===== config.mk =====
export PLATFORM = sky130hd
export DESIGN_NAME = secreg_seq
export DESIGN_NICKNAME = d
export VERILOG_FILES = /design/src/rtl/secreg_seq.sv
export SDC_FILE = /design/constraint.sdc
export NUM_CORES = 1
export LEC_CHECK = 0
export CORE_AREA = 2 2 95 97
export CTS_CLUSTER_DIAMETER = 80
export CTS_CLUSTER_SIZE = 28
export DETAILED_ROUTE_END_ITERATION = 10
export DIE_AREA = 0 0 97 99
export PLACE_DENSITY = 0.72
export SYNTH_ARGS = -nofsm -noshare
export SYNTH_HDL_FRONTEND = slang
export SYNTH_SLANG_ARGS = --single-unit

===== constraint.sdc =====
create_clock -name clk -period 5.5 [get_ports clk]
set_clock_uncertainty 0.2 [all_clocks]
set_input_delay 0.55 -clock clk [delete_from_list [all_inputs] [get_ports clk]]
set_output_delay 0.55 -clock clk [all_outputs]
set_load 0.05 [all_outputs]

===== src/rtl/secreg_seq.sv =====
module secreg_seq #(
  parameter int PROG_BYTES = 4,
  parameter int MAX_POLLS  = 8,
  localparam int CMD_LEN   = 5,
  localparam int FRAME_MAX = CMD_LEN + PROG_BYTES,
  localparam int IW        = $clog2(FRAME_MAX + 1),
  localparam int PW        = $clog2(MAX_POLLS + 1)
) (
  input  logic          clk,
  input  logic          rst_n,
  input  logic          req,
  input  logic          op_prog,
  input  logic          fallback,
  input  logic [31:0]   addr,
  input  logic [7:0]    prog_data,
  output logic [IW-1:0] prog_idx,
  output logic          spi_cs_n,
  output logic          spi_start,
  output logic [7:0]    spi_tx,
  input  logic          spi_done,
  input  logic [7:0]    spi_rx,
  output logic          done,
  output logic          error,
  output logic          bad_addr
);

  typedef enum logic [2:0] {S_IDLE, S_BYTE, S_WAIT, S_GAP, S_FIN} state_t;
  typedef enum logic [2:0] {F_WREN, F_RDSR, F_SR2A, F_CMD, F_POLL, F_SR2B} frame_t;

  state_t        state;
  frame_t        frame;
  logic [IW-1:0] idx, last;
  logic [7:0]    rx_last;
  logic          retried, wel_ok;
  logic [PW-1:0] poll_cnt;
  logic          op_r, fb_r;
  logic [31:0]   addr_r;
  logic [7:0]    opcode;

  wire range_bad = !op_prog && !fallback && (addr[24:10] != '0);

  assign opcode    = fb_r ? (op_r ? 8'h02 : 8'h20) : (op_r ? 8'h42 : 8'h44);
  assign spi_cs_n  = !(state == S_BYTE || state == S_WAIT);
  assign spi_start = (state == S_BYTE);
  assign done      = (state == S_FIN);
  assign prog_idx  = idx - IW'(CMD_LEN);

  always_comb begin
    case (frame)
      F_WREN:  last = '0;
      F_CMD:   last = op_r ? IW'(FRAME_MAX - 1) : IW'(CMD_LEN - 1);
      default: last = IW'(1);
    endcase
  end

  always_comb begin
    spi_tx = 8'h00;
    case (frame)
      F_WREN:         spi_tx = 8'h06;
      F_RDSR, F_POLL: spi_tx = (idx == '0) ? 8'h05 : 8'h00;
      F_SR2A, F_SR2B: spi_tx = (idx == '0) ? 8'h07 : 8'h00;
      F_CMD: begin
        case (idx)
          IW'(0):  spi_tx = opcode;
          IW'(1):  spi_tx = addr_r[31:24];
          IW'(2):  spi_tx = addr_r[23:16];
          IW'(3):  spi_tx = addr_r[15:8];
          IW'(4):  spi_tx = addr_r[7:0];
          default: spi_tx = prog_data;
        endcase
      end
      default:        spi_tx = 8'h00;
    endcase
  end

  always_ff @(posedge clk or negedge rst_n) begin
    if (!rst_n) begin
      state    <= S_IDLE;
      frame    <= F_WREN;
      idx      <= '0;
      rx_last  <= '0;
      retried  <= 1'b0;
      wel_ok   <= 1'b0;
      poll_cnt <= '0;
      op_r     <= 1'b0;
      fb_r     <= 1'b0;
      addr_r   <= '0;
      error    <= 1'b0;
      bad_addr <= 1'b0;
    end else begin
      case (state)
        S_IDLE: if (req) begin
          op_r     <= op_prog;
          fb_r     <= fallback;
          addr_r   <= addr;
          idx      <= '0;
          frame    <= F_WREN;
          retried  <= 1'b0;
          wel_ok   <= 1'b0;
          error    <= range_bad;
          bad_addr <= range_bad;
          state    <= range_bad ? S_FIN : S_BYTE;
        end
        S_BYTE: state <= S_WAIT;
        S_WAIT: if (spi_done) begin
          rx_last <= spi_rx;
          if (idx == last) state <= S_GAP;
          else begin
            idx   <= idx + 1'b1;
            state <= S_BYTE;
          end
        end
        S_GAP: begin
          idx   <= '0;
          state <= S_BYTE;
          case (frame)
            F_WREN: frame <= F_RDSR;
            F_RDSR:
              if (rx_last[1]) begin
                wel_ok <= 1'b1;
                frame  <= F_SR2A;
              end else if (!retried) begin
                retried <= 1'b1;
                frame   <= F_WREN;
              end else begin
                error <= 1'b1;
                state <= S_FIN;
              end
            F_SR2A:
              if (rx_last != 8'h00) begin
                error <= 1'b1;
                state <= S_FIN;
              end else frame <= F_CMD;
            F_CMD: begin
              poll_cnt <= '0;
              frame    <= F_POLL;
            end
            F_POLL: begin
              poll_cnt <= poll_cnt + 1'b1;
              if (!rx_last[0]) frame <= F_SR2B;
              else if (poll_cnt == PW'(MAX_POLLS - 1)) begin
                error <= 1'b1;
                state <= S_FIN;
              end
            end
            default: begin
              error <= (rx_last != 8'h00);
              state <= S_FIN;
            end
          endcase
        end
        default: state <= S_IDLE;
      endcase
    end
  end

  assert_done_pulse_R11: assert property (@(posedge clk) disable iff (!rst_n)
    done |=> !done);
  assert_start_in_frame_R10: assert property (@(posedge clk) disable iff (!rst_n)
    spi_start |-> !spi_cs_n);
  assert_cs_release_R10: assert property (@(posedge clk) disable iff (!rst_n)
    $rose(spi_cs_n) |-> $past(spi_done));
  assert_cmd_after_wel_R1: assert property (@(posedge clk) disable iff (!rst_n)
    (spi_start && frame == F_CMD && idx == '0) |-> wel_ok);
  assert_bad_ends_R5: assert property (@(posedge clk) disable iff (!rst_n)
    $rose(bad_addr) |-> done);
  assert_busy_ignore_R12: assert property (@(posedge clk) disable iff (!rst_n)
    (state != S_IDLE) |=> ($stable(addr_r) && $stable(op_r) && $stable(fb_r)));
  assert_poll_bound_R7: assert property (@(posedge clk) disable iff (!rst_n)
    (spi_start && frame == F_POLL) |-> (poll_cnt < PW'(MAX_POLLS)));

endmodule


==> flow_metrics.py, run 1 <==
metrics = {
    "outcome": {
        "status": "completed",
    },
    "finish": {
        "diodes": 0,
        "drive_above_1_share_pct": 9.17,
        "final_common_cell": "nand2_1",
        "nFillCells": 797,
        "area_growth_pct": 27.3,
        "fin_nets": 503,
        "utilization_pct": 49.5,
        "layout_common_cells": "nand2_1 (124), clkdlybuf4s50_1 (69), dfrtp_1 (59)",
    },
    "cts": {
        "cts-root-buf": "clkbuf_8",
        "htree_num_levels": 3,
        "cts_hold_buf": 0,
        "cts_setup_buffers": 0,
        "cts_buffers": 9,
        "postCtsResizedCells": 0,
        "clk_path_buf_depth": 2,
        "clk_transition_reported_paths_ns": 0.06,
        "clkLatencyLatePin_ns": 0.34,
        "clock-sinks": 59,
        "cts_tree": "done",
    },
    "timing": {
        "grt_setup_unrepaired": "no",
        "fin_crit_sh_pct": 78.2,
        "period_minus_slack_ns": 4.30,
        "clock.fmax_ghz": 0.233,
        "setup_violations": 0,
        "slew_violations": 0,
        "slew_headroom_pct": 22.3,
        "hold_viol_final": 0,
        "worst_pin_slew_ns": 1.16,
        "timing.setup.tns_ns": 0,
    },
    "floorplanning": {
        "rows": 34,
        "core_mm2": 0.00855,
        "die-area_mm2": 0.00960,
        "start_util_pct": 38.8,
        "num_io_pins": 71,
        "die_w_um": 97,
        "chipHeight_um": 99,
    },
    "logic_synthesis": {
        "synth-seq-cells": 59,
        "synthFlopType": "dfrtp_1",
        "yosysUniqueCellTypes": 60,
        "syn_area_mm2": 0.00332,
        "yosysWarnings": 0,
        "synthCells": 382,
        "syn_area_per_cell_um2": 8.70,
        "seq_area_frac_synth_pct": 44.4,
        "synth_fp_nets": 442,
        "synthArstFlopShare_pct": 100,
        "synth_edf_count": 0,
    },
    "worst_setup_path": {
        "r2r_start": "state[1]",
        "worst-path-max-fanout": 14,
        "reg2reg_depth": 4,
        "r2r_end": "addr_r[13]",
        "regToRegSetupSlack_ns": 2.98,
        "startpoint_type": "flip-flop",
        "critPathArrivalTime_ns": 3.55,
        "setup.worst_path.class": "flip-flop to output pin",
        "required_ns": 4.75,
        "endpoint_kind": "output pin",
    },
    "job": {
        "max-cap-violations": 0,
    },
    "placed_design": {
        "portBuffers": 70,
        "gp_congestion": 0.879,
        "hpwl_mm": 6.19,
    },
    "detailed_routing": {
        "wire_per_inst_um": 15.6,
        "viasPerCell": 5.44,
        "dr.pass1.iters": 4,
        "drcViolationCount": 0,
        "ant_nets": 0,
        "routed_wl_mm": 8.64,
        "drt-initial-drc-count": 211,
        "vias": 3018,
    },
    "hold_path": {
        "hp-class": "input pin to asynchronous set/reset pin",
    },
    "global_route": {
        "grt_use_total_pct": 18.8,
        "antenna_found_initial": 0,
        "grt_pass1_vias": 2906,
        "grt_max_degree": 60,
        "grt_overflow": 0,
        "grt_pass1_wl_mm": 14.6,
    },
    "power": {
        "p_leak_nw": 1.90,
        "pwr-share-seq_pct": 37.2,
        "pwr-share-clk_pct": 15.5,
        "peakVddDrop_mv": 0.247,
        "power.density_mw_per_mm2": 516,
        "p_sw_share_pct": 44.7,
        "p_int_mw": 1.21,
        "p_switching_uw": 974,
        "combPwrFrac_pct": 47.2,
    },
}
[area by class of cell]
class	count	area, µm²	area share [%]
Clock buffer	12	145	3.43
Clock inverter	3	15.0	0.355
Inverter	8	30.0	0.710
Multi-Input combinational cell	292	1710	40.4
Sequential cell	59	1480	34.9
Tap cell	108	135	3.20
Timing Repair Buffer	73	718	17.0
[Yosys cell counts, types with 3 or more instances]
library cell / instances / area (µm²)
ha_1: 6 / 75.1
buf_4: 4 / 30.0
buf_2: 9 / 45.0
nor4_1: 4 / 25.0
o22ai_1: 5 / 31.3
xor2_1: 3 / 26.3
a222oi_1: 5 / 50.1
mux2i_1: 4 / 40.0
a2bb2oi_1: 4 / 35.0
nand4_1: 3 / 18.8
nor2_1: 15 / 56.3
nor3_1: 6 / 30.0
nor2b_1: 7 / 43.8
mux2_2: 9 / 101
and3_1: 3 / 18.8
dfrtp_1: 59 / 1480
a31oi_1: 6 / 37.5
a21oi_1: 17 / 85.1
nand2_1: 124 / 465
o21ai_0: 15 / 75.1
clkbuf_1: 8 / 30.0
a22oi_1: 5 / 37.5
nand3_1: 5 / 25.0
a211oi_1: 3 / 22.5
inv_1: 7 / 26.3
[stage by stage]
stage | setup slack [ns] | hold WS, ns | std cells | area, µm² | power [mW]
CTS | 1.23 | 0.191 | 555 | 4230 | 2.18
finish | 1.20 | 0.150 | 555 | 4230 | 2.18
global placement | 1.72 | 0.263 | 540 | 4070 | 1.81
floorplan | 1.90 | 0.0544 | 382 | 3320 | 1.53
global route | 0.954 | 0.224 | 555 | 4230 | 2.35
detailed placement | 1.61 | 0.263 | 540 | 4070 | 1.84
[power groups by stage]
stage / Sequential, mW / Combinational (mW) / Clock (mW)
2_1_floorplan: 0.744 / 0.790 / 0
3_5_place_dp: 0.815 / 1.03 / 0
5_1_grt: 0.844 / 1.14 / 0.365
3_3_place_gp: 0.814 / 0.999 / 0
4_1_cts: 0.810 / 1.03 / 0.343
6_report: 0.813 / 1.03 / 0.339
[per-layer routing]
layer	vias up	share of wire (%)	global-route usage (%)
li1	1470	-	-
met1	1441	46	27.3
met2	93	46	28.4
met3	14	6.2	3.19
met4	0	1.9	6.72
met5	-	0	0
[sequential cells by signal, summed over array words and instances, names as in the netlist]
register / count
state: 3
retried: 1
fb_r: 1
idx: 4
error: 1
bad_addr: 1
poll_cnt: 4
rx_last: 8
addr_r: 32
frame: 3
op_r: 1
[worst max-delay path: stages (launching register included)]
cell	delay, ns
dfrtp_1	0.43
inv_1	0.22
ha_1	0.57
inv_2	0.09
o311a_1	0.37
a2111oi_2	0.35
a211oi_1	0.09
o22ai_1	0.24
clkdlybuf4s50_1	0.85
[worst max path at each step]
stage / start / to / slack, ns / cells after the start
after floorplan: idx[0] / spi_tx[1] / 1.90 / 6
after global placement: idx[0] / spi_tx[2] / 1.72 / 8
after detailed placement: idx[0] / spi_tx[2] / 1.61 / 8
after CTS: idx[0] / spi_tx[2] / 1.23 / 8
after global routing: idx[0] / spi_tx[2] / 0.95 / 8
final: idx[0] / spi_tx[2] / 1.20 / 8
[kinds of logic (layout without fill, tap and decap cells)]
logic type	count (synthesis)	in the layout	share of synthesized area [%]
buf+inv	31	96	4.29
flops	59	59	44.4
simple gates	191	191	26.4
fa+ha+maj	6	6	2.26
compound gates	77	77	17.0
mux	13	13	4.26
xor+xnor	5	5	1.32
(Power assumes the default switching activity.)
==> run 2: changes to the inputs <==
Settings changed: PLACE_DENSITY 0.72 to 0.74.
Clock period 5.5 ns to 3.67 ns, I/O delays scaled along.
==> run 2 against run 1 <==
Sequential power increased by 50%. Global-route usage decreased by 0.14 points. Die area unchanged. Count of clock-buffer cells in the layout decreased by 1. Worst hold slack improved by 0.13 ns. Critical path type unchanged. Critical endpoint unchanged. Largest power group unchanged. Highest routed layer unchanged.
==> flow_metrics.py, run 2 (same netlist as run 1, synthesis figures left out) <==
metrics = {
    "placed_design": {
        "place_ws_ns": 0.290,
        "portBuffers": 70,
        "dpl_cell_area_mm2": 0.00407,
        "hpwl_mm": 6.33,
        "gp_congestion": 0.885,
    },
    "finish": {
        "reg_top3": "addr_r x32, rx_last x8",
        "layout_common_cells": "nand2_1 (124), clkdlybuf4s50_1 (61), dfrtp_1 (59)",
        "fin_nets": 504,
        "multi_input_area_mm2": 0.00171,
        "final_common_cell": "nand2_1",
        "regMostFlops": "addr_r",
        "regArea_mm2": 0.00148,
        "area_growth_pct": 29.2,
        "stdcell_area_mm2": 0.00429,
        "drive_above_1_share_pct": 10.3,
        "diodes": 0,
        "largest_register_ffs": 32,
        "nFillCells": 774,
    },
    "timing": {
        "hold_viol_final": 0,
        "slew_violations": 0,
        "setup_violations": 0,
        "slew_headroom_pct": 41.3,
        "timing.setup.tns_ns": 0,
        "setup_ws_ns": 0.323,
        "period_minus_slack_ns": 3.35,
        "worst_pin_slew_ns": 0.880,
        "fin_crit_sh_pct": 91.2,
        "clock.fmax_ghz": 0.299,
        "grt_setup_unrepaired": "no",
    },
    "cts": {
        "clock-sinks": 59,
        "clk_path_buf_depth": 2,
        "cts_tree": "done",
        "cts_setup_buffers": 0,
        "cts_buffers": 9,
        "htree_num_levels": 3,
        "clkLatencyLatePin_ns": 0.34,
        "cts-root-buf": "clkbuf_8",
        "clk_transition_reported_paths_ns": 0.06,
    },
    "detailed_routing": {
        "drt-initial-drc-count": 235,
        "viasPerCell": 5.44,
        "dr.pass1.iters": 5,
        "routed_wl_mm": 8.64,
        "vias": 3027,
        "ant_nets": 0,
        "drcViolationCount": 0,
        "wire_per_inst_um": 15.5,
    },
    "floorplanning": {
        "die_w_um": 97,
        "start_util_pct": 38.8,
        "chipHeight_um": 99,
        "core_mm2": 0.00855,
        "num_io_pins": 71,
        "die-area_mm2": 0.00960,
        "rows": 34,
    },
    "worst_setup_path": {
        "required_ns": 3.10,
        "endpoint_kind": "output pin",
        "slowest_delay_ns": 0.42,
        "setup.worst_path.class": "flip-flop to output pin",
        "worst-path-max-fanout": 14,
        "critPathArrivalTime_ns": 2.78,
        "path_cells": "inv_1, ha_2, inv_2, o311a_1, a2111oi_2, a211oi_1, o22ai_1, buf_12",
        "startpoint_type": "flip-flop",
        "crit_slowest_cell": "dfrtp_1",
    },
    "global_route": {
        "grt_pass1_wl_mm": 14.4,
        "grt_use_total_pct": 18.7,
        "grt_pass1_vias": 2929,
        "grt_overflow": 0,
        "grt_max_degree": 42,
        "antenna_found_initial": 0,
    },
    "power": {
        "power.total_mw": 3.36,
        "p_leak_nw": 1.99,
        "peakVddDrop_mv": 0.497,
        "power.density_mw_per_mm2": 782,
    },
    "hold_path": {
        "hp-class": "flip-flop to flip-flop",
    },
    "job": {
        "max-cap-violations": 0,
    },
    "outcome": {
        "status": "completed",
    },
}
[run 2: power by group]
part	internal, mW	switching, mW
Combinational	0.630	0.927
Clock	0.328	0.254
Sequential	0.932	0.287
Total	1.89	1.47
[run 2: worst max-delay path: cells and delay by family (launching register included)]
kind | cells | cell delay (ns)
DFF | 1 | 0.42
buffers and inverters | 3 | 0.49
adders and majority gates | 1 | 0.41
AOI/OAI and AO/OA | 4 | 1.12
[run 2: per-stage QoR]
stage | util (%) | instances | hold slack (ns)
after detailed placement | 47.6 | 540 | 0.264
final | 50.2 | 556 | 0.279
after global placement | 47.6 | 540 | 0.268
after floorplan | - | 382 | -0.129
after CTS | 50.0 | 556 | 0.283
after global routing | 50.2 | 556 | 0.299
[run 2: final timing paths]
path                          start    endpoint  slack [ns]  depth (start not counted)
min reg2reg                bad_addr    bad_addr        0.28                          2
min in group asynchronous     rst_n  addr_r[28]        0.49                          2
min                        bad_addr    bad_addr        0.28                          2
max in group asynchronous     rst_n  rx_last[1]        2.01                          3
max reg2reg                frame[1]      idx[1]        1.38                          5
max                          idx[0]   spi_tx[2]        0.32                          8
[run 2: layout make-up]
type | instances | share of cell area [%]
multi-input cells | 292 | 39.9
flip-flops and latches | 59 | 34.4
repair buffers | 74 | 17.4
clock buffers | 11 | 3.29
well taps | 108 | 3.15
clock inverters | 4 | 1.20
inverters | 8 | 0.700
[run 2: metal layers]
layer  share of wire [%]  vias to the layer above  global-route usage (%)
met5                   0                        -                       0
met4                 2.5                        0                    8.88
met3                 6.8                       15                    3.97
met2                  44                      118                    27.4
met1                  47                     1431                    26.3
li1                    -                     1463                       -
[run 2: what timing repair did]
action / 4_1_cts / 5_1_grt
hold buffers: 1 / 0
resized for setup: 1 / 5
endpoints found under the hold margin: 40 / 0
setup endpoints to repair: 1 / 5
